<file path="src/rtl/rtc_pkg.sv">
package rtc_pkg;
  localparam int REG_AW = 3;
  typedef enum logic [REG_AW-1:0] {
    A_SEC    = 3'd0,
    A_MSEC   = 3'd1,
    A_SHADOW = 3'd2,
    A_ALARM  = 3'd3,
    A_STATUS = 3'd4,
    A_MASK   = 3'd5,
    A_CTRL   = 3'd6
  } reg_addr_e;
endpackage

</file>
<file path="src/rtl/rtc_timebase.sv">
module rtc_timebase #(
  parameter int TICK_HZ    = 32768,
  parameter int MS_PER_SEC = 1000,
  parameter int POST_TICKS = 8,
  parameter int DATA_W     = 32,
  localparam int ACC_W = $clog2(TICK_HZ) + 1,
  localparam int MS_W  = $clog2(MS_PER_SEC),
  localparam int PH_W  = (POST_TICKS > 1) ? $clog2(POST_TICKS) : 1
) (
  input  logic              clk,
  input  logic              rst,
  input  logic              tick,
  input  logic              load,
  input  logic [DATA_W-1:0] load_val,
  output logic [DATA_W-1:0] sec,
  output logic [MS_W-1:0]   ms,
  output logic              sec_chg,
  output logic              post
);
  logic [ACC_W-1:0] acc;
  logic [ACC_W-1:0] acc_sum;
  logic [PH_W-1:0]  phase;
  logic             ms_step;
  logic             ms_last;

  always_comb begin
    acc_sum = acc + ACC_W'(MS_PER_SEC);
    ms_step = tick && (acc_sum >= ACC_W'(TICK_HZ));
    ms_last = (ms == MS_W'(MS_PER_SEC - 1));
  end

  always_ff @(posedge clk) begin
    if (rst) begin
      acc     <= '0;
      ms      <= '0;
      sec     <= '0;
      sec_chg <= 1'b0;
    end else begin
      sec_chg <= 1'b0;
      if (load) begin
        acc     <= '0;
        ms      <= '0;
        sec     <= load_val;
        sec_chg <= 1'b1;
      end else if (tick) begin
        if (ms_step) begin
          acc <= acc_sum - ACC_W'(TICK_HZ);
          if (ms_last) begin
            ms      <= '0;
            sec     <= sec + 1'b1;
            sec_chg <= 1'b1;
          end else begin
            ms <= ms + 1'b1;
          end
        end else begin
          acc <= acc_sum;
        end
      end
    end
  end

  always_ff @(posedge clk) begin
    if (rst) begin
      phase <= '0;
      post  <= 1'b0;
    end else begin
      post <= tick && (phase == PH_W'(POST_TICKS - 1));
      if (tick) phase <= (phase == PH_W'(POST_TICKS - 1)) ? '0 : phase + 1'b1;
    end
  end

  // milliseconds never leave their range
  assert_ms_range_R1: assert property (@(posedge clk) disable iff (rst)
    ms < MS_W'(MS_PER_SEC));

  // wrap of milliseconds carries into seconds in the same update
  assert_ms_wrap_R2: assert property (@(posedge clk) disable iff (rst)
    (ms_step && ms_last && !load) |=> (ms == '0 && sec == $past(sec) + 1'b1));
endmodule

</file>
<file path="src/rtl/rtc_post.sv">
module rtc_post #(
  parameter int MS_PER_SEC = 1000,
  parameter int DATA_W     = 32,
  localparam int MS_W = $clog2(MS_PER_SEC)
) (
  input  logic              clk,
  input  logic              rst,
  input  logic              tick,
  input  logic              post,
  input  logic [DATA_W-1:0] sec,
  input  logic [MS_W-1:0]   ms,
  input  logic              load,
  input  logic [DATA_W-1:0] load_val,
  input  logic              ms_rd,
  output logic              busy,
  output logic [DATA_W-1:0] vis_sec,
  output logic [MS_W-1:0]   vis_ms,
  output logic [DATA_W-1:0] shadow
);
  always_ff @(posedge clk) begin
    if (rst) begin
      busy    <= 1'b0;
      vis_sec <= '0;
      vis_ms  <= '0;
      shadow  <= '0;
    end else begin
      if (post)      busy <= 1'b1;
      else if (tick) busy <= 1'b0;
      if (load) begin
        vis_sec <= load_val;
        vis_ms  <= '0;
      end else if (post) begin
        vis_sec <= sec;
        vis_ms  <= ms;
      end
      if (ms_rd) shadow <= vis_sec;
    end
  end

  // busy persists until a tick ends the posting window
  assert_busy_hold_R3: assert property (@(posedge clk) disable iff (rst)
    (busy && !tick && !post) |=> busy);
  assert_busy_idle_R3: assert property (@(posedge clk) disable iff (rst)
    (!busy && !post) |=> !busy);

  // shadow changes only on a milliseconds read
  assert_shadow_stable_R6: assert property (@(posedge clk) disable iff (rst)
    !ms_rd |=> $stable(shadow));
endmodule

</file>
<file path="src/rtl/rtc_irq.sv">
module rtc_irq #(
  parameter int DATA_W = 32
) (
  input  logic              clk,
  input  logic              rst,
  input  logic [DATA_W-1:0] sec,
  input  logic              sec_chg,
  input  logic              alarm_we,
  input  logic [DATA_W-1:0] alarm_wd,
  input  logic              mask_we,
  input  logic              mask_bit,
  input  logic              clr_we,
  input  logic              clr_bit,
  output logic [DATA_W-1:0] alarm,
  output logic              status,
  output logic              mask,
  output logic              irq
);
  logic hit;
  assign hit = sec_chg && (sec == alarm);

  always_ff @(posedge clk) begin
    if (rst) begin
      alarm  <= '0;
      status <= 1'b0;
      mask   <= 1'b0;
      irq    <= 1'b0;
    end else begin
      if (alarm_we) alarm <= alarm_wd;
      if (mask_we)  mask  <= mask_bit;
      if (hit)                  status <= 1'b1;
      else if (clr_we && clr_bit) status <= 1'b0;
      irq <= status && mask;
    end
  end

  // irq stays low unless both status and mask were set
  assert_irq_gated_R8: assert property (@(posedge clk) disable iff (rst)
    !(status && mask) |=> !irq);

  // write-one clears a pending status when no new hit arrives
  assert_w1c_R9: assert property (@(posedge clk) disable iff (rst)
    (clr_we && clr_bit && !hit) |=> !status);
endmodule

</file>
<file path="src/rtl/rtc_shadow_timer.sv">
module rtc_shadow_timer
  import rtc_pkg::*;
#(
  parameter int TICK_HZ    = 32768,
  parameter int MS_PER_SEC = 1000,
  parameter int POST_TICKS = 8,
  parameter int DATA_W     = 32,
  localparam int MS_W = $clog2(MS_PER_SEC)
) (
  input  logic              clk,
  input  logic              rst,
  input  logic              tick,
  input  logic              wr_en,
  input  logic              rd_en,
  input  logic [REG_AW-1:0] addr,
  input  logic [DATA_W-1:0] wdata,
  output logic [DATA_W-1:0] rdata,
  output logic              irq
);
  logic [DATA_W-1:0] sec, vis_sec, shadow, alarm;
  logic [MS_W-1:0]   ms, vis_ms;
  logic              sec_chg, post, busy, status, mask, werr;
  logic              wr_ok, ld_sec, ms_rd;

  assign wr_ok  = wr_en && !busy;
  assign ld_sec = wr_ok && (addr == A_SEC);
  assign ms_rd  = rd_en && (addr == A_MSEC);

  rtc_timebase #(.TICK_HZ(TICK_HZ), .MS_PER_SEC(MS_PER_SEC),
                 .POST_TICKS(POST_TICKS), .DATA_W(DATA_W)) u_tb (
    .clk(clk), .rst(rst), .tick(tick), .load(ld_sec), .load_val(wdata),
    .sec(sec), .ms(ms), .sec_chg(sec_chg), .post(post));

  rtc_post #(.MS_PER_SEC(MS_PER_SEC), .DATA_W(DATA_W)) u_post (
    .clk(clk), .rst(rst), .tick(tick), .post(post), .sec(sec), .ms(ms),
    .load(ld_sec), .load_val(wdata), .ms_rd(ms_rd), .busy(busy),
    .vis_sec(vis_sec), .vis_ms(vis_ms), .shadow(shadow));

  rtc_irq #(.DATA_W(DATA_W)) u_irq (
    .clk(clk), .rst(rst), .sec(sec), .sec_chg(sec_chg),
    .alarm_we(wr_ok && addr == A_ALARM), .alarm_wd(wdata),
    .mask_we(wr_ok && addr == A_MASK), .mask_bit(wdata[0]),
    .clr_we(wr_ok && addr == A_STATUS), .clr_bit(wdata[0]),
    .alarm(alarm), .status(status), .mask(mask), .irq(irq));

  always_ff @(posedge clk) begin
    if (rst) begin
      werr <= 1'b0;
    end else if (wr_en && busy) begin
      werr <= 1'b1;
    end else if (wr_ok && addr == A_CTRL && wdata[1]) begin
      werr <= 1'b0;
    end
  end

  always_ff @(posedge clk) begin
    if (rst) begin
      rdata <= '0;
    end else if (rd_en) begin
      case (addr)
        A_SEC:    rdata <= vis_sec;
        A_MSEC:   rdata <= DATA_W'(vis_ms);
        A_SHADOW: rdata <= shadow;
        A_ALARM:  rdata <= alarm;
        A_STATUS: rdata <= DATA_W'(status);
        A_MASK:   rdata <= DATA_W'(mask);
        A_CTRL:   rdata <= DATA_W'({werr, busy});
        default:  rdata <= '0;
      endcase
    end
  end

  // a write during busy flags an error and leaves the alarm untouched
  assert_busy_write_flag_R5: assert property (@(posedge clk) disable iff (rst)
    (wr_en && busy) |=> werr);
  assert_busy_write_drop_R5: assert property (@(posedge clk) disable iff (rst)
    (wr_en && busy) |=> $stable(alarm));
endmodule

</file>
<file path="config.mk">
export PLATFORM = sky130hd
export DESIGN_NAME = rtc_shadow_timer
export DESIGN_NICKNAME = d
export VERILOG_FILES = /design/src/rtl/rtc_pkg.sv /design/src/rtl/rtc_timebase.sv /design/src/rtl/rtc_post.sv /design/src/rtl/rtc_irq.sv /design/src/rtl/rtc_shadow_timer.sv
export SDC_FILE = /design/constraint.sdc
export NUM_CORES = 1
export LEC_CHECK = 0
export BUFFER_PORTS_ARGS = -buffer_cell sky130_fd_sc_hd__buf_2
export CORE_MARGIN = 2
export CORE_UTILIZATION = 37
export DETAILED_ROUTE_END_ITERATION = 10
export PLACE_DENSITY = 0.55
export SLEW_MARGIN = 30
export SYNTH_ARGS = -nofsm -noshare
export SYNTH_HDL_FRONTEND = slang
export SYNTH_SLANG_ARGS = --single-unit
</file>
<file path="constraint.sdc">
create_clock -name clk -period 2 [get_ports clk]
set_input_delay 0.4 -clock clk [delete_from_list [all_inputs] [get_ports clk]]
set_output_delay 0.4 -clock clk [all_outputs]
set_load 0.02 [all_outputs]
</file>
### Word level (Yosys, flattened, before mapping)

Index checks and enable logic that the tools add are counted.
Widths: inputs -> output; s select.

| storage, ports and cells | value |
|---|---|
| flip-flop bits (word level) | 206 |
| input port bits | 40 |
| output and inout port bits | 33 |
| word-level logic and storage cells | 77 |

| cells by class | value |
|---|---|
| $add $sub $neg | 5 |
| $lt $le $gt $ge | 1 |
| eq/ne operators | 9 |
| mux-type cells | 20 |
| reduce and logical (&&, ||, !) cells | 26 |

Operator list:

| cell | count |
|---|---|
| $pmux 32 s7 | 1 |
| $mux 32 | 6 |
| $add 32x1->32 const B | 1 |
| $eq 32x32->1 | 1 |
| $add 16x10->16 const B | 1 |
| $ge 16x16->1 const B | 1 |
| $mux 16 | 1 |
| $sub 16x16->16 const B | 1 |
| $logic_and 1x1->1 | 14 |
| $reduce_bool 2->1 | 7 |
| $eq 3x3->1 const B | 4 |
| $add 10x1->10 const B | 1 |
| $eq 10x10->1 const B | 1 |
| $mux 1 | 10 |
| $mux 10 | 1 |
| $eq 3x2->1 const B | 2 |
| $add 3x1->3 const B | 1 |
| $eq 3x1->1 const B | 1 |
| $logic_not 3->1 | 1 |
| $mux 3 | 1 |
| $reduce_and 3->1 | 1 |
| $reduce_and 2->1 | 1 |
| $reduce_or 2->1 | 1 |
| $logic_not 1->1 | 1 |

### Longest topological paths before layout

Gate-level depths: netlist of the first run.

| logic depth | value |
|---|---|
| depth after elaboration | 6 |
| gate-level depth with buffers | 8 |
| depth with buffers taken out | 6 |

### By module

Synthesis of the first run repeated with hierarchy kept, for this count alone.

| unflattened totals | value |
|---|---|
| cell total of the unflattened synthesis | 1112 |
| area, all modules | 10256.1 um^2 |

Modules (own cells, without submodules):

| module | times used | cells an instance | area each (um^2) | seq. area each (um^2) |
|---|---|---|---|---|
| rtc_timebase | 1 | 434 | 3442.1 | 1201.2 |
| rtc_post | 1 | 283 | 3029.2 | 1501.4 |
| rtc_shadow_timer | 1 | 233 | 2173.3 | 660.6 |
| rtc_irq | 1 | 162 | 1611.5 | 700.7 |

### Least setup slack after synthesis of the first run

Ideal clock, no wire load.

| path | value |
|---|---|
| path kind | register to register |
| start point | register u_tb.acc[3] |
| end point | register u_tb.ms[6] |
| library setup time | 0.070 ns |
| data arrival time | 2.138 ns |
| data required time | 1.930 ns |
| path slack | -0.209 ns |
| stages on the path, launching flop included | 8 |
| buffers on the path | 1 |
| clock period less this slack | 2.209 ns |
| path through | dfxtp_1 -> ha_1 -> nor2_1 -> a211oi_4 -> mux2_4 -> clkbuf_1 -> or4_1 -> a21oi_1 |

| on the way | value |
|---|---|
| word-level cells in the longest chain between the ends | 4 |

Ends and longest elaborated chain:

| element | line | text |
|---|---|---|
| from (decl) | rtc_timebase.sv:20 | `logic [ACC_W-1:0] acc;` |
| from (signal assigned) | rtc_timebase.sv:47 | `acc <= acc_sum - ACC_W'(TICK_HZ);` |
| from (signal assigned) | rtc_timebase.sv:56 | `acc <= acc_sum;` |
| $add 16x10->16 | rtc_timebase.sv:27 | `acc_sum = acc + ACC_W'(MS_PER_SEC);` |
| $ge 16x16->1 | rtc_timebase.sv:28 | `ms_step = tick && (acc_sum >= ACC_W'(TICK_HZ));` |
| $logic_and 1x1->1 | rtc_timebase.sv:28 |  |
| $reduce_and 2->1 (no line) | -- |  |
| to (signal assigned) | rtc_timebase.sv:53 | `ms <= ms + 1'b1;` |
| to (decl) | rtc_timebase.sv:16 | `output logic [MS_W-1:0] ms,` |

Every way passes these cells.
A chain may end at the register's enable or synchronous reset.

### Worst setup path after layout of the first run

| path | value |
|---|---|
| start point | register u_tb.acc[8] |
| end point | register u_tb.sec[23] |

| on the way | value |
|---|---|
| word-level cells in the longest chain between the ends | 5 |

Ends and longest elaborated chain:

| element | line | text |
|---|---|---|
| $add 16x10->16 | rtc_timebase.sv:27 |  |
| $ge 16x16->1 | rtc_timebase.sv:28 |  |
| $logic_and 1x1->1 | rtc_timebase.sv:28 |  |
| $reduce_bool 2->1 (no line) | -- |  |
| $reduce_and 3->1 (no line) | -- |  |
| to (signal assigned) | rtc_timebase.sv:43 | `sec <= load_val;` |
| to (signal assigned) | rtc_timebase.sv:50 | `sec <= sec + 1'b1;` |
| to (decl) | rtc_timebase.sv:15 | `output logic [DATA_W-1:0] sec,` |

Every way passes these cells.

==> summary.md, run 1 <==
| Metric | Value |
|---|---|
| Failing checks | `negative setup slack` |
| Gr usage total | `21.4%` |
| # clock sinks | `203` |
| Maximum fanout along the worst path | `4` |
| Core area | `0.0253 mm²` |
| Worst Tran Pin Value | `0.527 ns` |
| Die height | `165 µm` |
| Skew-Pair Late Insertion Delay | `0.52 ns` |
| R2r endpoint | `u_tb.sec[23]$_SDFFE_PP0P_` |
| Leakage power | `4.69 nW` |
| WL/cell | `18.6 µm` |
| Initial core utilization | `37.9%` |
| Final nets | `1312` |
| Dpl hpwl | `20.1 mm` |
| Synth top area share | `42.5%` |
| Post-Route WL | `30.0 mm` |
| DR vias | `8788` |
| First-pass GRT wire length | `45.6 mm` |
| CTS max path bufs | `3` |
| Register area share after synthesis | `42.5%` |
| Post-synth EDFFs | `0` |
| RSZ-0062 raised after global routing | `true` |
| Hold Fails Final Rpt | `0` |
| Diode count | `0` |
| Non-filler instance count after layout | `1613` |
| Placed Area | `0.0111 mm²` |
| Final period util | `106%` |
| Final Slew Violations | `0` |
| Dpl ws | `-0.371 ns` |
| Endpoint class of the critical path | `flip-flop` |
| WP data required | `2.43 ns` |
| Setup CP Type | `reg -> reg` |
| Syn_nets | `1169` |
| Post-synthesis area per instance | `8.51 µm²` |
| Post-placement cell count | `1550` |
| Inserted Clock Buffers | `23` |
| Clock Skew | `0.0149 ns` |
| Port buffer count | `72` |
| Hold Startpoint | `wdata[5]` |
| Die area | `0.0272 mm²` |
| Area grow syn2layout | `31.5%` |
| TritonCTS clock tree | `done` |
| # setup viols final | `28` |
| Reg2Reg Setup Slack | `-0.13 ns` |
| Hold Crit Depth | `3` |
| Post-synth top flop | `dfxtp_1` |
| H-Tree Depth | `1` |
| R2R depth | `9` |
| Run status | `complete, but fails checks` |
| Worst hold margin | `0.130 ns` |
| # DRC | `0` |
| Arrival time worst endpoint | `2.56 ns` |
| Die X | `165 µm` |
| Worst rel slew slack | `64.9%` |
| Setup crit start kind | `flip-flop` |
| DR vias/cell | `5.45` |
| Mapped Area | `0.00957 mm²` |
| Synth Register Bits | `203` |
| Reg-to-reg startpoint | `u_tb.acc[8]$_SDFFE_PP0P_` |
| Final WS setup | `-0.127 ns` |
| Top cells by count, synth | `203 x dfxtp_1, 175 x nand2_1, 144 x a21oi_1` |
| VDD IR max | `0.000697 V` |
| Yosys top cell by area | `dfxtp_1` |
| Count leader, synth | `dfxtp_1` |
| Initial antenna violation count | `0` |
| Max Cap Violations | `0` |
| Clk slew on worst S/H paths | `0.06 ns` |
| P per Cell Area | `756 mW/mm²` |
| 1st-iter DRT viols | `639` |
| Vias in the first global route | `8260` |
| Hold endpoint | `u_irq.alarm[5]$_SDFFE_PP0P_` |
| Row cnt | `58` |
| Ys async rst share | `0%` |
| Total I/O pin count | `73` |
| Design area | `0.0126 mm²` |
| GR Overflow Total | `0` |
| Drt pass-1 iters | `7` |
| Ys Warns | `0` |
| Gpl congestion | `0.891` |
| ANT nets after route | `0` |
| Fillers | `2408` |
| Share of cells above drive strength 1 | `27.4%` |
| Hold crit path type | `in -> reg` |
| Post-synth cell types | `53` |
| Highest Clock Rate | `470 MHz` |
| Synth area leaders | `dfxtp_1 42%, a21oi_1 7.5%, nand2_1 6.9%` |
| Largest net degree at the start of global routing | `53` |
| Syn Inst Count | `1124` |
| Final min period | `2.13 ns` |
| Clock root cell | `clkbuf_16` |
## power breakdown
group          switching (mW)  total, mW  internal, mW
Clock                    1.70       4.46          2.76
Sequential             0.0852       4.23          4.14
Combinational           0.470      0.829         0.359
Total                    2.26       9.52          7.26
## per-stage QoR
step / utilization, % / setup TNS [ns] / power (mW)
3_3_place_gp: 43.8 / -6.19 / 5.11
4_1_cts: 47.8 / -1.44 / 9.60
3_5_place_dp: 43.8 / -7.56 / 5.12
5_1_grt: 49.8 / -4.17 / 9.87
2_1_floorplan: - / -0.0324 / 4.75
6_report: 49.8 / -1.89 / 9.52
## metal layers
metal / GRT usage, % / routed length [µm] / part of all wire, %
met4: 7.63 / 1010 / 3.3
met1: 28.2 / 13400 / 45
met5: 0 / 0 / 0
met2: 35.9 / 14300 / 48
met3: 2.86 / 1340 / 4.5
## cell families after synthesis
kind of cell / after synthesis / share of synthesized area (%)
buf+inv: 91 / 3.63
compound gates: 254 / 16.4
mux: 83 / 10.2
flops: 203 / 42.5
xor+xnor: 44 / 4.03
fa+ha+maj: 5 / 0.654
simple gates: 444 / 22.6
## worst max-delay path by stage
| stage | startpoint | to | slack, ns | depth (start not counted) |
|---|---|---|---|---|
| floorplan | u_tb.acc[4]$_SDFFE_PP0P_ | u_tb.ms[9]$_SDFFE_PP0P_ | -0.01 | 7 |
| global placement | tick | u_tb.sec[31]$_SDFFE_PP0P_ | -0.30 | 7 |
| detailed placement | tick | u_tb.sec[27]$_SDFFE_PP0P_ | -0.37 | 7 |
| CTS | u_tb.acc[4]$_SDFFE_PP0P_ | u_tb.sec[12]$_SDFFE_PP0P_ | -0.12 | 7 |
| global route | u_tb.acc[8]$_SDFFE_PP0P_ | u_tb.sec[23]$_SDFFE_PP0P_ | -0.19 | 9 |
| finish | u_tb.acc[8]$_SDFFE_PP0P_ | u_tb.sec[23]$_SDFFE_PP0P_ | -0.13 | 9 |
## sequential cells by signal (all words and copies together), names as in the netlist, 3 cells and up
register        flops
u_tb.acc           13
u_tb.phase          3
u_irq.alarm        32
u_tb.sec           32
rdata              32
u_post.shadow      32
u_tb.ms            10
u_post.vis_sec     32
u_post.vis_ms      10
## cell usage in the layout, fill, tap and decap left out, drive strengths merged, types with 4 or more instances in the layout
cell type	instances
nor3b	5
a311oi	4
o21ai	10
and4	4
dfxtp	203
and3	11
nand3	17
mux2	24
mux2i	51
xor2	14
xnor2	30
o31a	7
a31oi	7
or4	11
nand3b	5
o31ai	10
nand4	23
nor3	28
nand2	175
a211oi	12
clkbuf	38
nor4	23
mux4	9
a21oi	144
o21bai	31
inv	4
a22o	22
buf	201
ha	5
nor2b	35
nor2	85
or3	10
## critical path, stage by stage, from the launching register on
cell	delay, ns
dfxtp_2	0.33
nor4_4	0.35
a211oi_4	0.13
buf_4	0.17
buf_6	0.12
mux2i_4	0.19
buf_12	0.15
clkbuf_16	0.15
o31a_1	0.30
nor3_1	0.14
## cell type report
class | instances | area [µm²] | area share (%)
multi-input combinational | 831 | 5580 | 44.4
clock inverter | 6 | 109 | 0.865
tap | 330 | 413 | 3.28
clock buffer | 35 | 691 | 5.49
inverter | 4 | 15.0 | 0.119
timing repair buffer | 204 | 1690 | 13.4
sequential | 203 | 4080 | 32.4
## timing repair
item / 4_1_cts / 5_1_grt
gates cloned: 0 / 4
setup buffers: 10 / 10
gates resized for setup: 23 / 71
hold buffers: 0 / 0
pin swaps: 17 / 36
setup endpoints to repair: 35 / 41
No activity file was read; power rests on OpenSTA's default activity.
==> run 2, diff against run 1 <==
Settings changed: MAX_ROUTING_LAYER set to met4, PLACE_DENSITY 0.55 to 0.54.
Clock period 2 ns to 2.1 ns, I/O delays scaled along.
==> summary.md, run 2 (synthesis results as in run 1) <==
| Metric | Value |
|---|---|
| Gpl congestion | `0.870 (-2.4%)` |
| Clk slew on worst S/H paths | `0.06 ns (about the same)` |
| Share of cells above drive strength 1 | `22.6% (-4.8 points)` |
| Highest Clock Rate | `477 MHz (+1.4%)` |
| Inserted Clock Buffers | `24 (+4.3%)` |
| Flop pwr share | `43.7% (-0.7 points)` |
| Utilization after layout | `47.3% (-2.5 points)` |
| Initial antenna violation count | `0 (unchanged)` |
| Setup crit start kind | `flip-flop` |
| Clock share of power | `48.2% (+1.3 points)` |
| Combinational Power Share | `8.1% (-0.6 points)` |
| Die height | `165 µm (unchanged)` |
| TritonCTS clock tree | `done` |
| Worst rel slew slack | `66.7% (+1.8 points)` |
| CTS Hold Bufs | `0 (unchanged)` |
| Fillers | `2477 (+2.9%)` |
| Placed Area | `0.0110 mm² (-1.0%)` |
| Arrival time worst endpoint | `2.54 ns (-0.02 ns)` |
| GR Overflow Total | `0 (unchanged)` |
| Final min period | `2.10 ns (-0.0288 ns)` |
| Row cnt | `58 (unchanged)` |
| H-Tree Depth | `1 (unchanged)` |
| M3 GR Usage | `2.84% (-0.025 points)` |
| Port buffer count | `72 (unchanged)` |
| Diode count | `0 (unchanged)` |
| Area grow syn2layout | `24.9%` |
| Non-filler instance count after layout | `1596 (-1.1%)` |
| RSZ-0062 raised after global routing | `true` |
| Total I/O pin count | `73 (unchanged)` |
| Clock root cell | `clkbuf_16` |
| Worst Tran Pin Value | `0.496 ns (-0.0311 ns)` |
| Cell Int Power | `7.09 mW (-2.3%)` |
| ANT nets after route | `0 (unchanged)` |
| Run status | `finished, final reports clean` |
| Initial core utilization | `37.9% (unchanged)` |
| Met2 Use GR | `34.8% (-1.1 points)` |
| Reg-to-reg startpoint | `u_tb.acc[5]$_SDFFE_PP0P_` |
| Skew-Pair Late Insertion Delay | `0.52 ns (about the same)` |
| Met1 Use GR | `27.8% (-0.40 points)` |
| DR vias | `8555 (-2.7%)` |
| Hold Fails Final Rpt | `0 (unchanged)` |
| Dpl hpwl | `20.0 mm (-0.61%)` |
| Gr busiest metal | `met2` |
| # clock sinks | `203 (unchanged)` |
| Gr usage total | `21.5% (+0.14 points)` |
| Drt pass-1 iters | `5 (-2)` |
| Maximum fanout along the worst path | `6 (+2)` |
| P per Cell Area | `771 mW/mm² (+2.0%)` |
| Switch Pwr | `2.13 mW (-5.6%)` |
| Hold crit path type | `in -> reg` |
| WP data required | `2.54 ns (+0.11 ns)` |
| # setup viols final | `0 (-100%)` |
| Endpoint class of the critical path | `flip-flop` |
| Vias in the first global route | `8393 (+1.6%)` |
| Clock Skew | `0.0188 ns (+0.00390 ns)` |
| Area taken by multi-input logic gates | `0.00530 mm² (-5.1%)` |
| Leakage power | `4.39 nW (-6.3%)` |
| Core area | `0.0253 mm² (unchanged)` |
| CP bufs+invs | `1 (-3)` |
| Design area | `0.0120 mm² (-5.0%)` |
| Post-Route WL | `28.3 mm (-5.9%)` |
| Hold Startpoint | `wdata[26]` |
| Setup tns final | `0 ns (+1.89 ns)` |
| DR vias/cell | `5.36 (-1.6%)` |
| CP delay by family, top | `simple AND/OR/NAND/NOR gates` |
| Setup CP Type | `reg -> reg` |
| Final nets | `1296 (-1.2%)` |
| Largest net degree at the start of global routing | `64 (+21%)` |
| Critical Path Start | `u_tb.acc[5]$_SDFFE_PP0P_` |
| Critical path, cell by cell | `nor4_4, a211oi_4, buf_6, mux2_4, or4_1, a31oi_1` |
| Sw Share | `23.1% (-0.60 points)` |
| VDD IR max | `0.000626 V (-10%)` |
| Max Cap Violations | `0 (unchanged)` |
| # DRC | `0 (unchanged)` |
| Most common cell after layout, fill and taps aside | `dfxtp_1` |
| First-pass GRT wire length | `45.2 mm (-0.91%)` |
| WL/cell | `17.7 µm (-4.8%)` |
| Final period util | `99.9% (-6.4 points)` |
| Die X | `165 µm (unchanged)` |
| Most frequent cells in the layout | `197 x dfxtp_1, 175 x nand2_1, 142 x a21oi_1` |
| CTS max path bufs | `3 (unchanged)` |
| Slowest CP cell | `or4_1` |
| Final Slew Violations | `0 (unchanged)` |
| Post-placement cell count | `1551 (+0.065%)` |
| Reg area | `0.00407 mm² (-0.28%)` |
| 1st-iter DRT viols | `459 (-28%)` |
| Die area | `0.0272 mm² (unchanged)` |
| CP peak stage delay | `0.51 ns (+0.16 ns)` |
[run 2: worst min-delay path, delay by kind of cell]
kind | cells | cell delay, ns
compound gates | 1 | 0.05
buf+inv | 1 | 0.11
simple gates | 1 | 0.05
[run 2: power by group through the flow]
stage | combinational (mW) | sequential [mW] | clock, mW
floorplan | 0.423 | 4.10 | 0
global placement | 0.728 | 4.11 | 0
detailed placement | 0.734 | 4.11 | 0
CTS | 0.738 | 4.03 | 4.57
global route | 0.820 | 4.04 | 4.72
finish | 0.744 | 4.03 | 4.45
[run 2: cell type report]
type | count | share of cell area [%]
Sequential cell | 203 | 34.1
Clock inverter | 7 | 1.13
Multi-Input combinational cell | 832 | 44.3
Inverter | 4 | 0.126
Tap cell | 330 | 3.45
Timing Repair Buffer | 186 | 11.0
Clock buffer | 34 | 5.94
[run 2: worst paths after layout]
path	endpoint	slack, ns	depth (start not counted)
min reg2reg	u_post.shadow[16]$_SDFFE_PP0P_	0.45	2
max	u_tb.sec[8]$_SDFFE_PP0P_	0.002	6
max reg2reg	u_tb.sec[8]$_SDFFE_PP0P_	0.002	6
min	u_irq.alarm[26]$_SDFFE_PP0P_	0.16	3
[run 2: what timing repair did]
item,in CTS,in global routing
cloned,2,0
resized for setup,5,18
pin swaps,5,7
hold endpoints to repair,0,0
setup buffers,0,2
endpoints found under the setup margin,33,33
[run 2: stage by stage]
stage	power, mW	hold slack (ns)	setup WS (ns)
after floorplan	4.53	0.433	0.0114
after global placement	4.84	0.439	-0.250
after detailed placement	4.84	0.445	-0.304
after CTS	9.33	0.135	-0.0144
after global routing	9.58	0.144	-0.0839
final	9.22	0.158	0.00205
[run 2: metal layers]
| metal | vias up | wire [µm] | share of wire [%] |
|---|---|---|---|
| li1 | 4237 | - | - |
| met1 | 4068 | 12900 | 46 |
| met2 | 190 | 13100 | 46 |
| met3 | 60 | 1380 | 4.9 |
| met4 | 0 | 879 | 3.1 |
| met5 | - | 0 | 0 |
==> run 3, diff against run 2 <==
Settings changed: CTS_BUF_LIST set to sky130_fd_sc_hd__clkbuf_4 sky130_fd_sc_hd__clkbuf_8.
==> summary.md, run 3 (synthesis results as in run 1) <==
| Metric | Value |
|---|---|
| Placed Area | `0.0110 mm² (unchanged)` |
| Die height | `165 µm (unchanged)` |
| Final Slew Violations | `0 (unchanged)` |
| Most common cell after layout, fill and taps aside | `dfxtp_1` |
| Hold Crit Depth | `3 (unchanged)` |
| Final min period | `2.09 ns (-0.0108 ns)` |
| Hold crit path type | `in -> reg` |
| Area grow syn2layout | `24.4%` |
| Core area | `0.0253 mm² (unchanged)` |
| Drt pass-1 iters | `5 (unchanged)` |
| Highest metal layer with signal wires | `met4` |
| Inserted Clock Buffers | `38 (+58%)` |
| Row cnt | `58 (unchanged)` |
| Final nets | `1310 (+1.1%)` |
| Flop pwr share | `46.5% (+2.8 points)` |
| Vias in the first global route | `8487 (+1.1%)` |
| # clock sinks | `203 (unchanged)` |
| # setup viols final | `0 (unchanged)` |
| DR vias | `8645 (+1.1%)` |
| Post-Route WL | `28.5 mm (+0.82%)` |
| Initial core utilization | `37.9% (unchanged)` |
| P per Cell Area | `729 mW/mm² (-5.6%)` |
| WL/cell | `17.6 µm (-0.67%)` |
| WL met3 | `1.32 mm (-4.1%)` |
| Clk slew on worst S/H paths | `0.06 ns (about the same)` |
| Switch Pwr | `2.14 mW (+0.45%)` |
| WL met1 | `13.0 mm (+0.94%)` |
| Most frequent cells in the layout | `197 x dfxtp_1, 174 x nand2_1, 142 x a21oi_1` |
| 1st-iter DRT viols | `444 (-3.3%)` |
| Hold Startpoint | `wdata[8]` |
| Cell Int Power | `6.54 mW (-7.8%)` |
| Clock share of power | `44.9% (-3.3 points)` |
| Clock root cell | `clkbuf_8` |
| TritonCTS clock tree | `done` |
| RSZ-0062 raised after global routing | `true` |
| Initial antenna violation count | `0 (unchanged)` |
| ANT nets after route | `0 (unchanged)` |
| Gr usage total | `21.8% (+0.23 points)` |
| VDD IR max | `0.000409 V (-35%)` |
| CTS Hold Bufs | `0 (unchanged)` |
| Die area | `0.0272 mm² (unchanged)` |
| Clock Skew | `0.0168 ns (-0.00201 ns)` |
| R2R depth | `5 (-1)` |
| GR Overflow Total | `0 (unchanged)` |
| Share of cells above drive strength 1 | `24.6% (+2.0 points)` |
| Run status | `finished, final reports clean` |
| Hold endpoint | `u_irq.alarm[8]$_SDFFE_PP0P_` |
| Design area | `0.0119 mm² (-0.35%)` |
| WL met2 | `13.1 mm (+0.16%)` |
| Worst Tran Pin Value | `0.541 ns (+0.0456 ns)` |
| Endpoint class of the critical path | `flip-flop` |
| Dpl hpwl | `20.0 mm (unchanged)` |
| WP data required | `2.56 ns (+0.02 ns)` |
| Setup CP Type | `reg -> reg` |
| Hold Fails Final Rpt | `0 (unchanged)` |
| R2r endpoint | `u_tb.sec[16]$_SDFFE_PP0P_` |
| Max Cap Violations | `0 (unchanged)` |
| Reg2Reg Setup Slack | `0.01 ns (about the same)` |
| Worst rel slew slack | `63.6% (-3.1 points)` |
| # DRC | `0 (unchanged)` |
| DR vias/cell | `5.34 (-0.45%)` |
| Diode count | `0 (unchanged)` |
| Die X | `165 µm (unchanged)` |
| Sw Share | `24.7% (+1.6 points)` |
| Leakage power | `4.40 nW (about the same)` |
| Final period util | `99.4% (-0.51 points)` |
| First-pass GRT wire length | `45.5 mm (+0.52%)` |
| H-Tree Depth | `2 (+1)` |
| Maximum fanout along the worst path | `9 (+3)` |
| Arrival time worst endpoint | `2.54 ns (about the same)` |
| CTS max path bufs | `3 (unchanged)` |
| Port buffer count | `72 (unchanged)` |
| Setup crit start kind | `flip-flop` |
| Gpl congestion | `0.870 (unchanged)` |
| Largest net degree at the start of global routing | `64 (unchanged)` |
| Highest Clock Rate | `479 MHz (+0.52%)` |
| Combinational Power Share | `8.6% (+0.5 points)` |
| Skew-Pair Late Insertion Delay | `0.53 ns (about the same)` |
| Reg-to-reg startpoint | `u_tb.ms[3]$_SDFFE_PP0P_` |
| Setup tns final | `0 ns (unchanged)` |
| Total I/O pin count | `73 (unchanged)` |
[run 3: changes by cell type in the layout (fill, tap and decap cells not counted), moves of 2 or more]
cell       before  now
clkbuf_1        4    0
buf_6           2    4
bufinv_16       4    0
nor4_1         17   15
clkbuf_4        0   15
clkbuf_16      25    0
clkbuf_8        5   47
nor4_2          2    4
[run 3: how the worst max path moves through the flow]
stage                                  start                   endpoint  cells past startpoint
floorplan           u_tb.sec[0]$_SDFFE_PP0P_  u_tb.sec[16]$_SDFFE_PP0P_                      6
global placement                        tick  u_tb.sec[31]$_SDFFE_PP0P_                      7
detailed placement                      tick  u_tb.sec[27]$_SDFFE_PP0P_                      7
CTS                 u_tb.acc[8]$_SDFFE_PP0P_   u_tb.sec[8]$_SDFFE_PP0P_                      6
global route         u_tb.ms[3]$_SDFFE_PP0P_  u_tb.sec[27]$_SDFFE_PP0P_                      6
finish               u_tb.ms[3]$_SDFFE_PP0P_  u_tb.sec[16]$_SDFFE_PP0P_                      5
[run 3: layer usage]
| metal | vias up | GRT usage, % |
|---|---|---|
| met5 | - | - |
| met4 | 0 | 9.13 |
| met3 | 64 | 3.97 |
| met2 | 199 | 34.4 |
| met1 | 4111 | 27.4 |
| li1 | 4271 | - |
[run 3: timing repair]
action | CTS | global route
resized for setup | 6 | 21
endpoints found under the setup margin | 33 | 31
gates cloned | 2 | 0
setup buffers | 0 | 2
pin swaps | 2 | 5
[run 3: final cells by class]
type                    instances  area, µm²
fillers                      2484      13300
multi-input cells             832       5330
flip-flops and latches        203       4070
repair buffers                186       1310
clock buffers                  62        759
well taps                     330        413
clock inverters                 3       15.0
inverters                       4       15.0
[run 3: power groups by stage]
stage | clock (mW) | combinational (mW) | sequential (mW)
2_1_floorplan | 0 | 0.423 | 4.10
3_3_place_gp | 0 | 0.728 | 4.11
4_1_cts | 4.02 | 0.739 | 4.03
5_1_grt | 4.19 | 0.822 | 4.04
6_report | 3.90 | 0.747 | 4.03
3_5_place_dp | 0 | 0.734 | 4.11
[run 3: critical path, stage by stage (launching register included)]
cell,delay (ns)
dfxtp_1,0.31
or3b_4,0.45
buf_6,0.14
or4_4,0.48
or4_1,0.48
a31oi_1,0.16
[run 3: through the flow]
step / power (mW) / cells / hold slack, ns / utilization (%) / setup WS, ns
floorplan: 4.53 / 1124 / 0.433 / - / 0.0114
global placement: 4.84 / 1551 / 0.439 / 43.4 / -0.250
detailed placement: 4.84 / 1551 / 0.445 / 43.4 / -0.304
CTS: 8.79 / 1618 / 0.121 / 46.7 / -0.00263
global route: 9.05 / 1620 / 0.122 / 47.2 / -0.0724
finish: 8.68 / 1620 / 0.150 / 47.2 / 0.0128
